[src/rtl/a429_tx_pkg.sv]
package a429_tx_pkg;
  // Which half of a bit period the transmitter is in.
  typedef enum logic {
    HALF_FIRST  = 1'b0,
    HALF_SECOND = 1'b1
  } half_e;
endpackage

[src/rtl/a429_host_load.sv]
module a429_host_load #(
  parameter int BYTE_W      = 8,
  parameter int NUM_BYTES   = 4,
  parameter int SYNC_STAGES = 2,
  localparam int WORD_W     = BYTE_W * NUM_BYTES,
  localparam int CNT_W      = $clog2(NUM_BYTES)
) (
  input  logic              clk,
  input  logic              rst_n,
  input  logic              wr_n,
  input  logic              first_byte,
  input  logic [BYTE_W-1:0] din,
  input  logic              take,
  output logic              word_full,
  output logic [WORD_W-1:0] word_buf
);
  localparam logic [CNT_W-1:0] CNT_LAST = CNT_W'(NUM_BYTES - 1);

  logic [SYNC_STAGES-1:0] sync_q;
  logic                   prev_q;
  logic                   wr_pulse;
  logic                   wr_ok;
  logic [CNT_W-1:0]       cnt_q, cnt_d;
  logic                   full_q, full_d;
  logic [NUM_BYTES-1:0]   lane_we;

  // Strobe synchronizer and rising-edge detect; idle level is high.
  always_ff @(posedge clk or negedge rst_n) begin
    if (!rst_n) begin
      sync_q <= '1;
      prev_q <= 1'b1;
    end else begin
      sync_q <= {sync_q[SYNC_STAGES-2:0], wr_n};
      prev_q <= sync_q[SYNC_STAGES-1];
    end
  end

  assign wr_pulse = sync_q[SYNC_STAGES-1] & ~prev_q;
  assign wr_ok    = wr_pulse & ~full_q;

  // Byte sequence: count 0 means no label byte seen yet.
  always_comb begin
    cnt_d  = cnt_q;
    full_d = full_q;
    if (wr_ok) begin
      if (first_byte) begin
        cnt_d = CNT_W'(1);
      end else if (cnt_q != '0) begin
        if (cnt_q == CNT_LAST) begin
          cnt_d  = '0;
          full_d = 1'b1;
        end else begin
          cnt_d = cnt_q + 1'b1;
        end
      end
    end
    if (take) full_d = 1'b0;
  end

  always_ff @(posedge clk or negedge rst_n) begin
    if (!rst_n) begin
      cnt_q  <= '0;
      full_q <= 1'b0;
    end else begin
      cnt_q  <= cnt_d;
      full_q <= full_d;
    end
  end

  for (genvar g = 0; g < NUM_BYTES; g++) begin : g_lane
    if (g == 0) begin : g_label
      assign lane_we[g] = wr_ok & first_byte;
    end else begin : g_body
      assign lane_we[g] = wr_ok & ~first_byte & (cnt_q == CNT_W'(g));
    end
    always_ff @(posedge clk or negedge rst_n) begin
      if (!rst_n) begin
        word_buf[g*BYTE_W +: BYTE_W] <= '0;
      end else if (lane_we[g]) begin
        word_buf[g*BYTE_W +: BYTE_W] <= din;
      end
    end
  end

  assign word_full = full_q;

  // a full buffer stays full until the serializer takes it.
  p_full_hold_r4: assert property (@(posedge clk) disable iff (!rst_n)
    full_q && !take |=> full_q);
  // the buffer only becomes full on an accepted strobe edge.
  p_fill_on_write_r4: assert property (@(posedge clk) disable iff (!rst_n)
    !full_q ##1 full_q |-> $past(wr_pulse));
endmodule

[src/rtl/a429_tx_seq.sv]
module a429_tx_seq
  import a429_tx_pkg::*;
#(
  parameter int WORD_BITS = 32,
  parameter int GAP_BITS  = 4,
  localparam int SLOTS    = WORD_BITS + GAP_BITS,
  localparam int SLOT_W   = $clog2(SLOTS)
) (
  input  logic                 clk,
  input  logic                 rst_n,
  input  logic                 phase_tick,
  input  logic                 odd_par_en,
  input  logic                 word_full,
  input  logic [WORD_BITS-1:0] word_buf,
  output logic                 take,
  output half_e                phase_q,
  output logic                 active_q,
  output logic [SLOT_W-1:0]    slot_q,
  output logic                 cur_bit
);
  // GAP_BITS must be at least 2 so the early handoff slot lies in the gap.
  localparam logic [SLOT_W-1:0] SLOT_END  = SLOT_W'(SLOTS - 1);
  localparam logic [SLOT_W-1:0] SLOT_PRE  = SLOT_W'(SLOTS - 2);
  localparam logic [SLOT_W-1:0] SLOT_DATA = SLOT_W'(WORD_BITS);

  half_e                phase_d;
  logic                 active_d, loaded_q, loaded_d;
  logic [SLOT_W-1:0]    slot_d;
  logic [WORD_BITS-1:0] sh_q, sh_d, load_word;
  logic                 boundary, slot_ok, par_bit;

  assign boundary  = phase_tick & (phase_q == HALF_SECOND);
  assign slot_ok   = !active_q || (slot_q == SLOT_PRE) || (slot_q == SLOT_END);
  assign take      = boundary & word_full & ~loaded_q & slot_ok;
  assign par_bit   = odd_par_en ? ~(^word_buf[WORD_BITS-2:0]) : word_buf[WORD_BITS-1];
  assign load_word = {par_bit, word_buf[WORD_BITS-2:0]};

  always_comb begin
    phase_d  = phase_tick ? half_e'(~phase_q) : phase_q;
    active_d = active_q;
    slot_d   = slot_q;
    sh_d     = sh_q;
    loaded_d = loaded_q;
    if (boundary) begin
      if (!active_q) begin
        if (take) begin
          active_d = 1'b1;
          slot_d   = '0;
          sh_d     = load_word;
        end
      end else if (slot_q == SLOT_END) begin
        slot_d = '0;
        if (loaded_q) begin
          loaded_d = 1'b0;
        end else if (take) begin
          sh_d = load_word;
        end else begin
          active_d = 1'b0;
        end
      end else begin
        slot_d = slot_q + 1'b1;
        if (slot_q < SLOT_DATA) sh_d = sh_q >> 1;
        if (take) begin
          sh_d     = load_word;
          loaded_d = 1'b1;
        end
      end
    end
  end

  always_ff @(posedge clk or negedge rst_n) begin
    if (!rst_n) begin
      phase_q  <= HALF_FIRST;
      active_q <= 1'b0;
      slot_q   <= '0;
      sh_q     <= '0;
      loaded_q <= 1'b0;
    end else begin
      phase_q  <= phase_d;
      active_q <= active_d;
      slot_q   <= slot_d;
      sh_q     <= sh_d;
      loaded_q <= loaded_d;
    end
  end

  assign cur_bit = sh_q[0];

  // within a word, slots advance by one per bit boundary.
  p_slot_step_r5: assert property (@(posedge clk) disable iff (!rst_n)
    active_q && boundary && (slot_q != SLOT_END) |=> slot_q == $past(slot_q) + 1'b1);
  // an early-loaded word waits only in the last gap slot.
  p_loaded_in_gap_r6: assert property (@(posedge clk) disable iff (!rst_n)
    loaded_q |-> active_q && (slot_q == SLOT_END));
  // a word always starts at bit 1.
  p_start_bit1_r7: assert property (@(posedge clk) disable iff (!rst_n)
    $rose(active_q) |-> slot_q == '0);
endmodule

[src/rtl/a429_line_out.sv]
module a429_line_out
  import a429_tx_pkg::*;
#(
  parameter int WORD_BITS = 32,
  parameter int SYNC_BIT  = 8,
  parameter int SLOT_W    = 6
) (
  input  logic              active,
  input  logic [SLOT_W-1:0] slot,
  input  half_e             phase,
  input  logic              cur_bit,
  output logic              one_rz,
  output logic              zero_rz,
  output logic              s561_data,
  output logic              s561_sync_n
);
  localparam logic [SLOT_W-1:0] SLOT_DATA = SLOT_W'(WORD_BITS);
  localparam logic [SLOT_W-1:0] SLOT_SYNC = SLOT_W'(SYNC_BIT - 1);

  logic in_data, first_half;

  assign in_data     = active && (slot < SLOT_DATA);
  assign first_half  = (phase == HALF_FIRST);
  assign one_rz      = in_data & first_half & cur_bit;
  assign zero_rz     = in_data & first_half & ~cur_bit;
  assign s561_data   = in_data & cur_bit;
  assign s561_sync_n = ~(in_data & ~first_half & (slot == SLOT_SYNC));
endmodule

[src/rtl/a429_byte_tx.sv]
module a429_byte_tx
  import a429_tx_pkg::*;
#(
  parameter int BYTE_W      = 8,
  parameter int NUM_BYTES   = 4,
  parameter int GAP_BITS    = 4,
  parameter int SYNC_BIT    = 8,
  parameter int SYNC_STAGES = 2,
  localparam int WORD_BITS  = BYTE_W * NUM_BYTES,
  localparam int SLOT_W     = $clog2(WORD_BITS + GAP_BITS)
) (
  input  logic              clk,
  input  logic              rst_n,
  input  logic              phase_tick,
  input  logic [BYTE_W-1:0] host_data,
  input  logic              first_byte,
  input  logic              wr_n,
  input  logic              odd_par_en,
  output logic              tx_ready,
  output logic              one_rz,
  output logic              zero_rz,
  output logic              s561_data,
  output logic              s561_sync_n
);
  logic                 word_full, take, active, cur_bit;
  logic [WORD_BITS-1:0] word_buf;
  logic [SLOT_W-1:0]    slot;
  half_e                phase;

  a429_host_load #(
    .BYTE_W(BYTE_W), .NUM_BYTES(NUM_BYTES), .SYNC_STAGES(SYNC_STAGES)
  ) u_load (
    .clk(clk), .rst_n(rst_n), .wr_n(wr_n), .first_byte(first_byte),
    .din(host_data), .take(take), .word_full(word_full), .word_buf(word_buf)
  );

  a429_tx_seq #(
    .WORD_BITS(WORD_BITS), .GAP_BITS(GAP_BITS)
  ) u_seq (
    .clk(clk), .rst_n(rst_n), .phase_tick(phase_tick), .odd_par_en(odd_par_en),
    .word_full(word_full), .word_buf(word_buf), .take(take), .phase_q(phase),
    .active_q(active), .slot_q(slot), .cur_bit(cur_bit)
  );

  a429_line_out #(
    .WORD_BITS(WORD_BITS), .SYNC_BIT(SYNC_BIT), .SLOT_W(SLOT_W)
  ) u_line (
    .active(active), .slot(slot), .phase(phase), .cur_bit(cur_bit),
    .one_rz(one_rz), .zero_rz(zero_rz), .s561_data(s561_data),
    .s561_sync_n(s561_sync_n)
  );

  assign tx_ready = ~word_full;

  // RZ pulses appear only in the first half of a bit period.
  p_rz_first_half_r9: assert property (@(posedge clk) disable iff (!rst_n)
    (phase == HALF_SECOND) |-> !one_rz && !zero_rz);
  // idle and gap slots keep the line quiet.
  p_quiet_gap_r5: assert property (@(posedge clk) disable iff (!rst_n)
    (!active || slot >= SLOT_W'(WORD_BITS)) |-> !one_rz && !zero_rz && !s561_data && s561_sync_n);
  // sync pulse only in the second half of bit 8.
  p_sync_bit8_r11: assert property (@(posedge clk) disable iff (!rst_n)
    !s561_sync_n |-> active && (slot == SLOT_W'(SYNC_BIT - 1)) && (phase == HALF_SECOND));
  // the host sees ready right after the serializer takes the word.
  p_ready_after_take_r6: assert property (@(posedge clk) disable iff (!rst_n)
    take |=> tx_ready);
endmodule

[config.mk]
export PLATFORM = sky130hd
export DESIGN_NAME = a429_byte_tx
export DESIGN_NICKNAME = d
export VERILOG_FILES = /design/src/rtl/a429_tx_pkg.sv /design/src/rtl/a429_host_load.sv /design/src/rtl/a429_tx_seq.sv /design/src/rtl/a429_line_out.sv /design/src/rtl/a429_byte_tx.sv
export SDC_FILE = /design/constraint.sdc
export NUM_CORES = 1
export LEC_CHECK = 0
export BUFFER_PORTS_ARGS = -buffer_cell sky130_fd_sc_hd__buf_2
export CORE_ASPECT_RATIO = 0.5
export CORE_MARGIN = 1
export CORE_UTILIZATION = 35
export DETAILED_ROUTE_END_ITERATION = 16
export PLACE_DENSITY_LB_ADDON = 0.12
export SYNTH_ARGS = -nofsm -noshare
export SYNTH_HDL_FRONTEND = slang
export SYNTH_HIERARCHICAL = 1
export SYNTH_SLANG_ARGS = --single-unit
[constraint.sdc]
create_clock -name clk -period 3.6 [get_ports clk]
set_clock_uncertainty 0.1 [all_clocks]
set_input_delay 0.36 -clock clk [delete_from_list [all_inputs] [get_ports clk]]
set_output_delay 0.36 -clock clk [all_outputs]
set_load 0.005 [all_outputs]
==> flow_metrics.py, run 1 <==
metrics = {
    "die": {
        "core_area_um2": 9790,
        "io_pins": 19,
        "rows": 25,
        "start_util": 0.373,
        "die-area_um2": 10900,
        "die_w_um": 147,
        "chipHeight_um": 74.3,
    },
    "pwr": {
        "ir_worst_vdd_mv": 0.397,
        "p_leak_nw": 2.08,
        "power.density_nw_per_um2": 988,
        "fin_total_pwr_mw": 4.13,
    },
    "timing": {
        "final-max-slew-violation-count": 0,
        "layout_min_cycle_time_ns": 2.27,
        "worst_pin_slew_ns": 0.996,
        "final-hold-violation-count": 0,
        "setup_viol": 0,
        "max_freq_mhz": 441,
        "hold_slack_ns": 0.0238,
        "slew_headroom": 0.336,
        "rsz0062_at_grt": "false",
        "min_period_over_period": 0.630,
        "tns_ns": 0,
    },
    "clocking": {
        "h-tree-depth": 3,
        "ctsHoldBuffers": 0,
        "cts_buffers": 9,
        "cts-root-buf": "clkbuf_16",
        "cts_sinks": 79,
        "cts_setup_buffers": 0,
        "cts_tree": "yes",
        "clk_path_buf_depth": 2,
        "cts_resized": 0,
        "clkSlewWorstSetupHoldPaths_ns": 0.06,
        "clock_latency_ns": 0.34,
    },
    "routing": {
        "drt_first_pass_iters": 9,
        "routedWlPerCell_um": 17.7,
        "antenna_left": 0,
        "vias_per_cell": 5.36,
        "drt_iter0_drc": 223,
        "drc_errors": 0,
        "vias": 2402,
        "drt-total-wl_mm": 7.93,
    },
    "critical_path": {
        "worstSetupPathType": "reg -> reg",
        "rrSetupSlack_ns": 1.33,
        "path_delay_family": "simple AND/OR/NAND/NOR gates",
        "max_stage_delay_ns": 0.44,
        "crit_buf_inv": 2,
        "cp.arrival_ns": 2.39,
        "startpoint_type": "register",
        "endpoint_kind": "register",
        "crit_required_ns": 3.72,
        "crit_chain": "or3b_1, nor4_1, o21ai_2, buf_4, a222oi_1, inv_1",
        "crit_fanout": 32,
        "crit_slowest_cell": "dfrtp_1",
    },
    "final_layout": {
        "diodes": 0,
        "drive_gt1_frac": 0.268,
        "nNetsFinal": 328,
        "fin_cells": 448,
        "syn2layout_area_growth_pct": 14.5,
        "fin_area_um2": 4190,
    },
    "yosys": {
        "syn_nets": 307,
        "synthesis.instances": 287,
        "ys_types": 44,
        "yosys_warnings": 6,
        "synth-seq-cells": 79,
        "ys_seq_area_frac": 0.542,
        "synth-edff-count": 0,
        "synthArstFlopShare": 1.00,
        "synthFlopType": "dfrtp_1",
        "netlist_area_um2": 3660,
        "avgSynthCellArea_um2": 12.7,
    },
    "grt": {
        "grt.total_usage": 0.162,
        "grt_first_pass_wirelength_mm": 12.8,
        "antenna_found_initial": 0,
        "overflow": 0,
        "grt_max_degree": 80,
        "grt_pass1_vias": 2304,
    },
    "place": {
        "dp_hpwl_mm": 5.15,
        "gp_congestion": 0.886,
        "dp.cells": 432,
        "place_area_um2": 3890,
        "portBuffers": 18,
    },
    "worst_hold_path": {
        "hold_class": "in -> reg",
    },
    "job": {
        "maxCapViolCount": 0,
    },
    "status": {
        "status": "finished clean",
    },
}
==> flip-flops by register name, indices dropped and copies added (netlist names) <==
| signal | count |
|---|---|
| u_load/word_full | 1 |
| u_seq/loaded_q | 1 |
| u_seq/phase_q | 1 |
| u_load/word_buf | 32 |
| u_seq/active_q | 1 |
| u_load/cnt_q | 2 |
| u_load/sync_q | 2 |
| u_load/prev_q | 1 |
| u_seq/sh_q | 32 |
| u_seq/slot_q | 6 |
==> per-layer routing <==
layer	GRT usage	wire length, um	vias up	share of wire
met2	0.249	3520	56	0.44
li1	-	-	1092	-
met5	0	0	-	0
met3	0.0497	369	16	0.047
met1	0.212	3830	1238	0.48
met4	0.0799	206	0	0.026
==> synth_stat cells (4+ instances only) <==
master | count | area [um^2]
inv_1 | 37 | 139
a222oi_1 | 31 | 310
xnor3_1 | 4 | 90.1
nand2b_1 | 6 | 37.5
clkbuf_1 | 6 | 22.5
o31ai_1 | 4 | 30.0
o21ai_0 | 8 | 40.0
mux2_2 | 32 | 360
ha_1 | 6 | 75.1
nor2_1 | 4 | 15.0
nand2_1 | 6 | 22.5
dfrtp_1 | 76 | 1900
xnor2_1 | 20 | 175
==> where the power goes <==
group | total, mW | internal, mW | switching, mW
registers | 1.57 | 1.25 | 0.327
logic | 1.65 | 0.969 | 0.680
clock network | 0.912 | 0.556 | 0.356
==> final cells by class <==
type | instances | area, um^2
tap | 135 | 169
timing repair buffer | 21 | 115
fill | 918 | 5610
multi-input combinational | 160 | 1480
clock buffer | 11 | 243
sequential | 79 | 1980
clock inverter | 5 | 56.3
inverter | 37 | 139
==> metrics by stage <==
stage	utilization	setup slack (ns)
finish	0.427	1.33
global placement	0.397	1.39
CTS	0.427	1.34
floorplan	-	1.59
detailed placement	0.397	1.35
global route	0.427	1.20
==> worst paths after layout <==
kind,from,to,cells past startpoint
worst min register to register,u_load/sync_q[0],u_load/sync_q[1],0
worst min-delay path,wr_n,u_load/sync_q[0],1
min in group asynchronous,rst_n,u_load/cnt_q[0],1
max in group asynchronous,rst_n,u_seq/slot_q[1],1
worst max-delay path,u_seq/slot_q[5],u_seq/sh_q[16],6
worst max register to register,u_seq/slot_q[5],u_seq/sh_q[16],6
==> cell usage in the layout (no fill, tap or decap), types with 2 or more instances in the layout <==
| master | synthesis | layout |
|---|---|---|
| clkinv_2 | 0 | 2 |
| xor2_1 | 3 | 3 |
| a222oi_1 | 31 | 31 |
| clkbuf_16 | 0 | 9 |
| and2_1 | 3 | 3 |
| nand2_1 | 6 | 6 |
| o31ai_1 | 4 | 4 |
| ha_1 | 6 | 6 |
| nand3b_2 | 3 | 3 |
| o21ai_0 | 8 | 8 |
| mux2_2 | 32 | 32 |
| xnor2_1 | 20 | 20 |
| nor2b_1 | 2 | 2 |
| a31oi_1 | 3 | 3 |
| buf_4 | 0 | 4 |
| nand2b_1 | 6 | 6 |
| xnor3_1 | 4 | 4 |
| nand3_1 | 2 | 2 |
| buf_2 | 3 | 17 |
| nor2_1 | 4 | 3 |
| dfrtp_1 | 76 | 76 |
| inv_1 | 37 | 37 |
| dfstp_2 | 3 | 3 |
==> cells by family after synthesis <==
kind of cell,after synthesis,synth area share
and+or+nand+nor,39,0.0756
buffers and inverters,48,0.0544
xor gates and xnor gates,27,0.0797
AOI/OAI and AO/OA,55,0.127
DFF,79,0.542
adders and majority gates,6,0.0205
muxes,33,0.101
Note: power is estimated with default switching activity, not from simulation.
==> inputs of run 2 (changes only) <==
- clock period: 3.6 -> 1.85 ns (I/O delays scaled with it)
==> run 2 against run 1 <==
Compared with the run above: the run now ends with negative setup slack left; design area rose by 9.6%; register-to-register slack got worse by 1.5 ns; clock-buffer cell count rose by 1; die area did not move; worst setup slack got worse by 1.5 ns; critical endpoint is now u_seq/sh_q[5]; sequential share of layout area fell by 4.1 points; flip-flop and latch count did not move; largest power group unchanged; combinational power rose by 120%; cell count rose by 6.5%; via count rose by 4.5%; fmax rose by 11%.
==> flow_metrics.py, run 2 (synthesis results as in run 1) <==
metrics = {
    "timing": {
        "min_period_over_period": 1.10,
        "rsz0062_at_grt": "true",
        "final-hold-violation-count": 0,
        "hold_slack_ns": 0.0562,
        "slew_headroom": 0.738,
        "max_freq_mhz": 491,
        "fin_ws_ns": -0.189,
        "worst_pin_slew_ns": 0.389,
        "final-max-slew-violation-count": 0,
        "layout_min_cycle_time_ns": 2.04,
        "setup_viol": 34,
    },
    "die": {
        "io_pins": 19,
        "rows": 25,
        "chipHeight_um": 74.3,
        "die_w_um": 147,
        "core_area_um2": 9790,
        "die-area_um2": 10900,
        "start_util": 0.373,
    },
    "job": {
        "maxCapViolCount": 0,
    },
    "place": {
        "gp_congestion": 0.751,
        "portBuffers": 18,
        "dp_slack_ns": -0.169,
        "dp_hpwl_mm": 5.42,
    },
    "final_layout": {
        "nNetsFinal": 359,
        "multiInputGateArea_um2": 1550,
        "seq_area_um2": 1980,
        "reg.largest.list": "u_load/word_buf x32, u_seq/sh_q x32, u_seq/slot_q x6",
        "diodes": 0,
        "final_common_cell": "dfrtp_1",
        "syn2layout_area_growth_pct": 25.5,
        "drive_gt1_frac": 0.333,
        "fillers": 900,
        "layout_common_cells": "76 x dfrtp_1, 36 x inv_1, 32 x mux2_2",
    },
    "pwr": {
        "ir_worst_vdd_mv": 0.826,
        "power.density_nw_per_um2": 1780,
        "fin_total_pwr_mw": 8.17,
        "p_leak_nw": 2.28,
    },
    "clocking": {
        "clkSlewWorstSetupHoldPaths_ns": 0.06,
        "h-tree-depth": 3,
        "cts_buffers": 9,
        "clock_latency_ns": 0.33,
        "cts-root-buf": "clkbuf_16",
        "cts_sinks": 79,
        "cts_tree": "yes",
        "clk_path_buf_depth": 2,
    },
    "grt": {
        "antenna_found_initial": 0,
        "grt_first_pass_wirelength_mm": 13.8,
        "grt.total_usage": 0.171,
        "grt_max_degree": 38,
        "overflow": 0,
        "grt_pass1_vias": 2568,
    },
    "critical_path": {
        "r2r-start": "u_seq/slot_q[0]",
        "path_delay_family": "compound AO/OA/AOI/OAI gates",
        "crit_path_end": "u_seq/sh_q[5]",
        "startpoint_type": "register",
        "rrSetupSlack_ns": -0.19,
        "max_stage_delay_ns": 0.40,
        "crit_buf_inv": 3,
        "crit_chain": "ha_2, nor2_4, buf_6, nor4_4, o21ai_4, clkbuf_16, a222oi_1, inv_1",
        "crit_fanout": 16,
        "critPathLaunch": "u_seq/slot_q[0]",
        "cp.arrival_ns": 2.15,
        "r2r_cells": 8,
        "r2r_end": "u_seq/sh_q[5]",
        "crit_slowest_cell": "dfrtp_1",
        "endpoint_kind": "register",
        "worstSetupPathType": "reg -> reg",
        "path_depth": 8,
        "crit_required_ns": 1.96,
    },
    "routing": {
        "drt_first_pass_iters": 5,
        "vias": 2511,
        "drc_errors": 0,
        "drt_iter0_drc": 292,
        "antenna_left": 0,
        "vias_per_cell": 5.26,
        "drt-total-wl_mm": 8.70,
        "routedWlPerCell_um": 18.2,
    },
    "status": {
        "violations": "negative setup slack",
        "status": "finished, violations left",
    },
    "worst_hold_path": {
        "hold_class": "in -> reg",
        "hp-start": "host_data[1]",
    },
}
-- run 2: cell count changes in the layout (fill, tap and decap cells not counted), sizes merged --
cell         previous run  this run
bufbuf                  0         1
clkinvlp                1         0
clkbuf                 11        14
buf                    21        44
bufinv                  1         0
inv                    38        37
dlygate4sd3             0         5
-- run 2: how the worst min path moves through the flow --
stage | depth (start not counted) | end
floorplan | 0 | u_load/cnt_q[0]
global placement | 1 | u_load/word_full
detailed placement | 1 | u_load/word_full
CTS | 2 | u_load/word_buf[17]
global route | 2 | u_load/word_buf[17]
finish | 2 | u_load/word_buf[17]
-- run 2: cell type report --
cell class              instances  area share
flip-flops and latches         79       0.432
multi-input cells             160       0.337
repair buffers                 52       0.110
clock buffers                  12      0.0516
well taps                     135      0.0368
inverters                      37      0.0303
clock inverters                 2     0.00218
-- run 2: through the flow --
step            util  setup TNS (ns)  cells  cell area [um^2]
2_1_floorplan      -           -1.41    287              3690
3_3_place_gp   0.422           -2.04    453              4140
3_5_place_dp   0.422           -3.61    453              4140
4_1_cts        0.458           -4.10    475              4490
5_1_grt        0.468           -8.88    477              4590
6_report       0.468           -5.27    477              4590
-- run 2: timing repair --
action / in CTS / in global routing
hold endpoints to repair: 30 / 0
cloned: 1 / 2
setup buffers: 2 / 0
setup endpoints to repair: 34 / 36
resized for setup: 2 / 11
hold buffers: 5 / 0
pin swaps: 8 / 2
-- run 2: routing by layer --
metal,wire [um],GRT usage
met1,4190,0.227
met2,4090,0.277
met3,340,0.0466
met4,77,0.0567
met5,0,0
-- run 2: report_power, final --
part	switching (mW)	internal [mW]
Combinational	1.49	2.14
Sequential	0.596	2.42
Clock	0.638	0.889
==> inputs of run 3 (changes only) <==
- CTS_BUF_LIST: not set -> sky130_fd_sc_hd__clkbuf_4
- HOLD_SLACK_MARGIN: not set -> 0.06
==> run 3 against run 2 <==
Compared with the run above: the flow still finishes with violations (negative setup slack); cell count increased by 1.9%; combinational power decreased by 4%; clock power decreased by 44%; fmax about the same; design area decreased by 2.6%; sequential power about the same; flip-flop and latch count unchanged; non-clock buffer count increased by 9; global-route usage decreased by 0.35 points.
==> flow_metrics.py, run 3 (synthesis results as in run 1) <==
metrics = {
    "die": {
        "chipHeight_um": 74.3,
        "rows": 25,
        "die-area_um2": 10900,
        "core_area_um2": 9790,
        "die_w_um": 147,
        "start_util": 0.373,
        "io_pins": 19,
    },
    "critical_path": {
        "worstSetupPathType": "reg -> reg",
        "crit_required_ns": 2.05,
        "r2r-start": "u_seq/slot_q[3]",
        "r2r_end": "u_seq/sh_q[26]",
        "r2r_cells": 6,
        "endpoint_kind": "register",
        "rrSetupSlack_ns": -0.19,
        "crit_fanout": 32,
        "crit_chain": "or3b_4, nor4_4, o21ai_2, buf_12, a222oi_1, inv_1",
        "cp.arrival_ns": 2.24,
        "critPathLaunch": "u_seq/slot_q[3]",
        "startpoint_type": "register",
        "crit_slowest_cell": "or3b_4",
        "crit_path_end": "u_seq/sh_q[26]",
        "max_stage_delay_ns": 0.43,
    },
    "timing": {
        "tns_ns": -4.21,
        "min_period_over_period": 1.10,
        "fin_ws_ns": -0.189,
        "rsz0062_at_grt": "true",
        "max_freq_mhz": 490,
        "worst_pin_slew_ns": 0.382,
        "setup_viol": 34,
        "layout_min_cycle_time_ns": 2.04,
        "slew_headroom": 0.745,
        "final-hold-violation-count": 0,
        "final-max-slew-violation-count": 0,
    },
    "pwr": {
        "ir_worst_vdd_mv": 0.675,
        "power.density_nw_per_um2": 1640,
        "p_leak_nw": 2.24,
    },
    "status": {
        "status": "finished, violations left",
        "violations": "negative setup slack",
    },
    "routing": {
        "drt-total-wl_mm": 8.40,
        "drc_errors": 0,
        "vias": 2500,
        "drt_first_pass_iters": 7,
        "routedWlPerCell_um": 17.3,
        "vias_per_cell": 5.14,
        "drt_iter0_drc": 310,
        "antenna_left": 0,
    },
    "grt": {
        "overflow": 0,
        "met3_usage": 0.0448,
        "use_met2": 0.269,
        "grt_first_pass_wirelength_mm": 13.6,
        "grt.total_usage": 0.168,
        "grt_max_degree": 38,
        "met1_usage": 0.226,
        "grt_most_used_layer": "met2",
        "antenna_found_initial": 0,
        "grt_pass1_vias": 2537,
    },
    "clocking": {
        "clk_path_buf_depth": 2,
        "cts_buffers": 9,
        "clkSlewWorstSetupHoldPaths_ns": 0.11,
        "clock_latency_ns": 0.42,
        "cts_tree": "yes",
        "cts_sinks": 79,
        "cts-root-buf": "clkbuf_4",
        "h-tree-depth": 3,
    },
    "worst_hold_path": {
        "hold_class": "in -> async",
    },
    "place": {
        "gp_congestion": 0.751,
        "dp_hpwl_mm": 5.42,
        "dp.cells": 453,
        "portBuffers": 18,
        "dp_slack_ns": -0.169,
    },
    "final_layout": {
        "diodes": 0,
        "fin_cells": 486,
        "reg.largest.list": "u_load/word_buf x32, u_seq/sh_q x32, u_seq/slot_q x6",
        "layout_common_cells": "75 x dfrtp_1, 36 x inv_1, 32 x mux2_2",
        "nNetsFinal": 368,
        "syn2layout_area_growth_pct": 22.2,
        "final_common_cell": "dfrtp_1",
        "drive_gt1_frac": 0.339,
    },
    "job": {
        "maxCapViolCount": 0,
    },
}
[run 3: area by class of cell]
class	count	area, um^2
timing repair buffer	61	552
sequential	79	1980
inverter	37	139
multi-input combinational	160	1530
fill	927	5320
tap	135	169
clock buffer	12	90.1
clock inverter	2	10.0
[run 3: metrics by stage]
step                instance area, um^2  utilization  hold slack (ns)  total power [mW]
floorplan                          3690            -           -0.211              5.57
global placement                   4140        0.422           0.0405              6.38
detailed placement                 4140        0.422           0.0366              6.41
CTS                                4380        0.448            0.108              7.35
global route                       4470        0.456            0.110              7.82
finish                             4470        0.456            0.122              7.33
[run 3: how the worst min path moves through the flow]
stage | from | to
2_1_floorplan | rst_n | u_load/cnt_q[0]
3_3_place_gp | rst_n | u_load/word_full
3_5_place_dp | rst_n | u_load/word_full
4_1_cts | rst_n | u_seq/slot_q[4]
5_1_grt | rst_n | u_seq/slot_q[4]
6_report | rst_n | u_seq/slot_q[4]
[run 3: where the power goes]
| group | total (mW) | leakage [nW] | switching [mW] | internal (mW) |
|---|---|---|---|---|
| Sequential | 3.00 | 1.01 | 0.591 | 2.41 |
| Combinational | 3.48 | 1.17 | 1.43 | 2.05 |
| Clock | 0.852 | 0.0630 | 0.547 | 0.305 |
| Total | 7.33 | 2.24 | 2.57 | 4.77 |
[run 3: per-layer routing]
metal / part of all wire / wire [um]
met5: 0 / 0
met1: 0.49 / 4140
met2: 0.45 / 3820
met3: 0.045 / 377
met4: 0.0068 / 57
[run 3: what timing repair did]
action,4_1_cts,5_1_grt
hold buffers,13,0
pin swaps,5,10
cloned,0,2
endpoints found under the setup margin,34,36
buffers inserted,2,2
hold endpoints to repair,116,0
gates resized for setup,1,10
[run 3: worst max-delay path: cells and delay by family (launching register included)]
| kind | cells | cell delay (ns) |
|---|---|---|
| and+or+nand+nor | 2 | 0.72 |
| AOI/OAI and AO/OA | 2 | 0.41 |
| DFF | 1 | 0.39 |
| buffers and inverters | 2 | 0.29 |
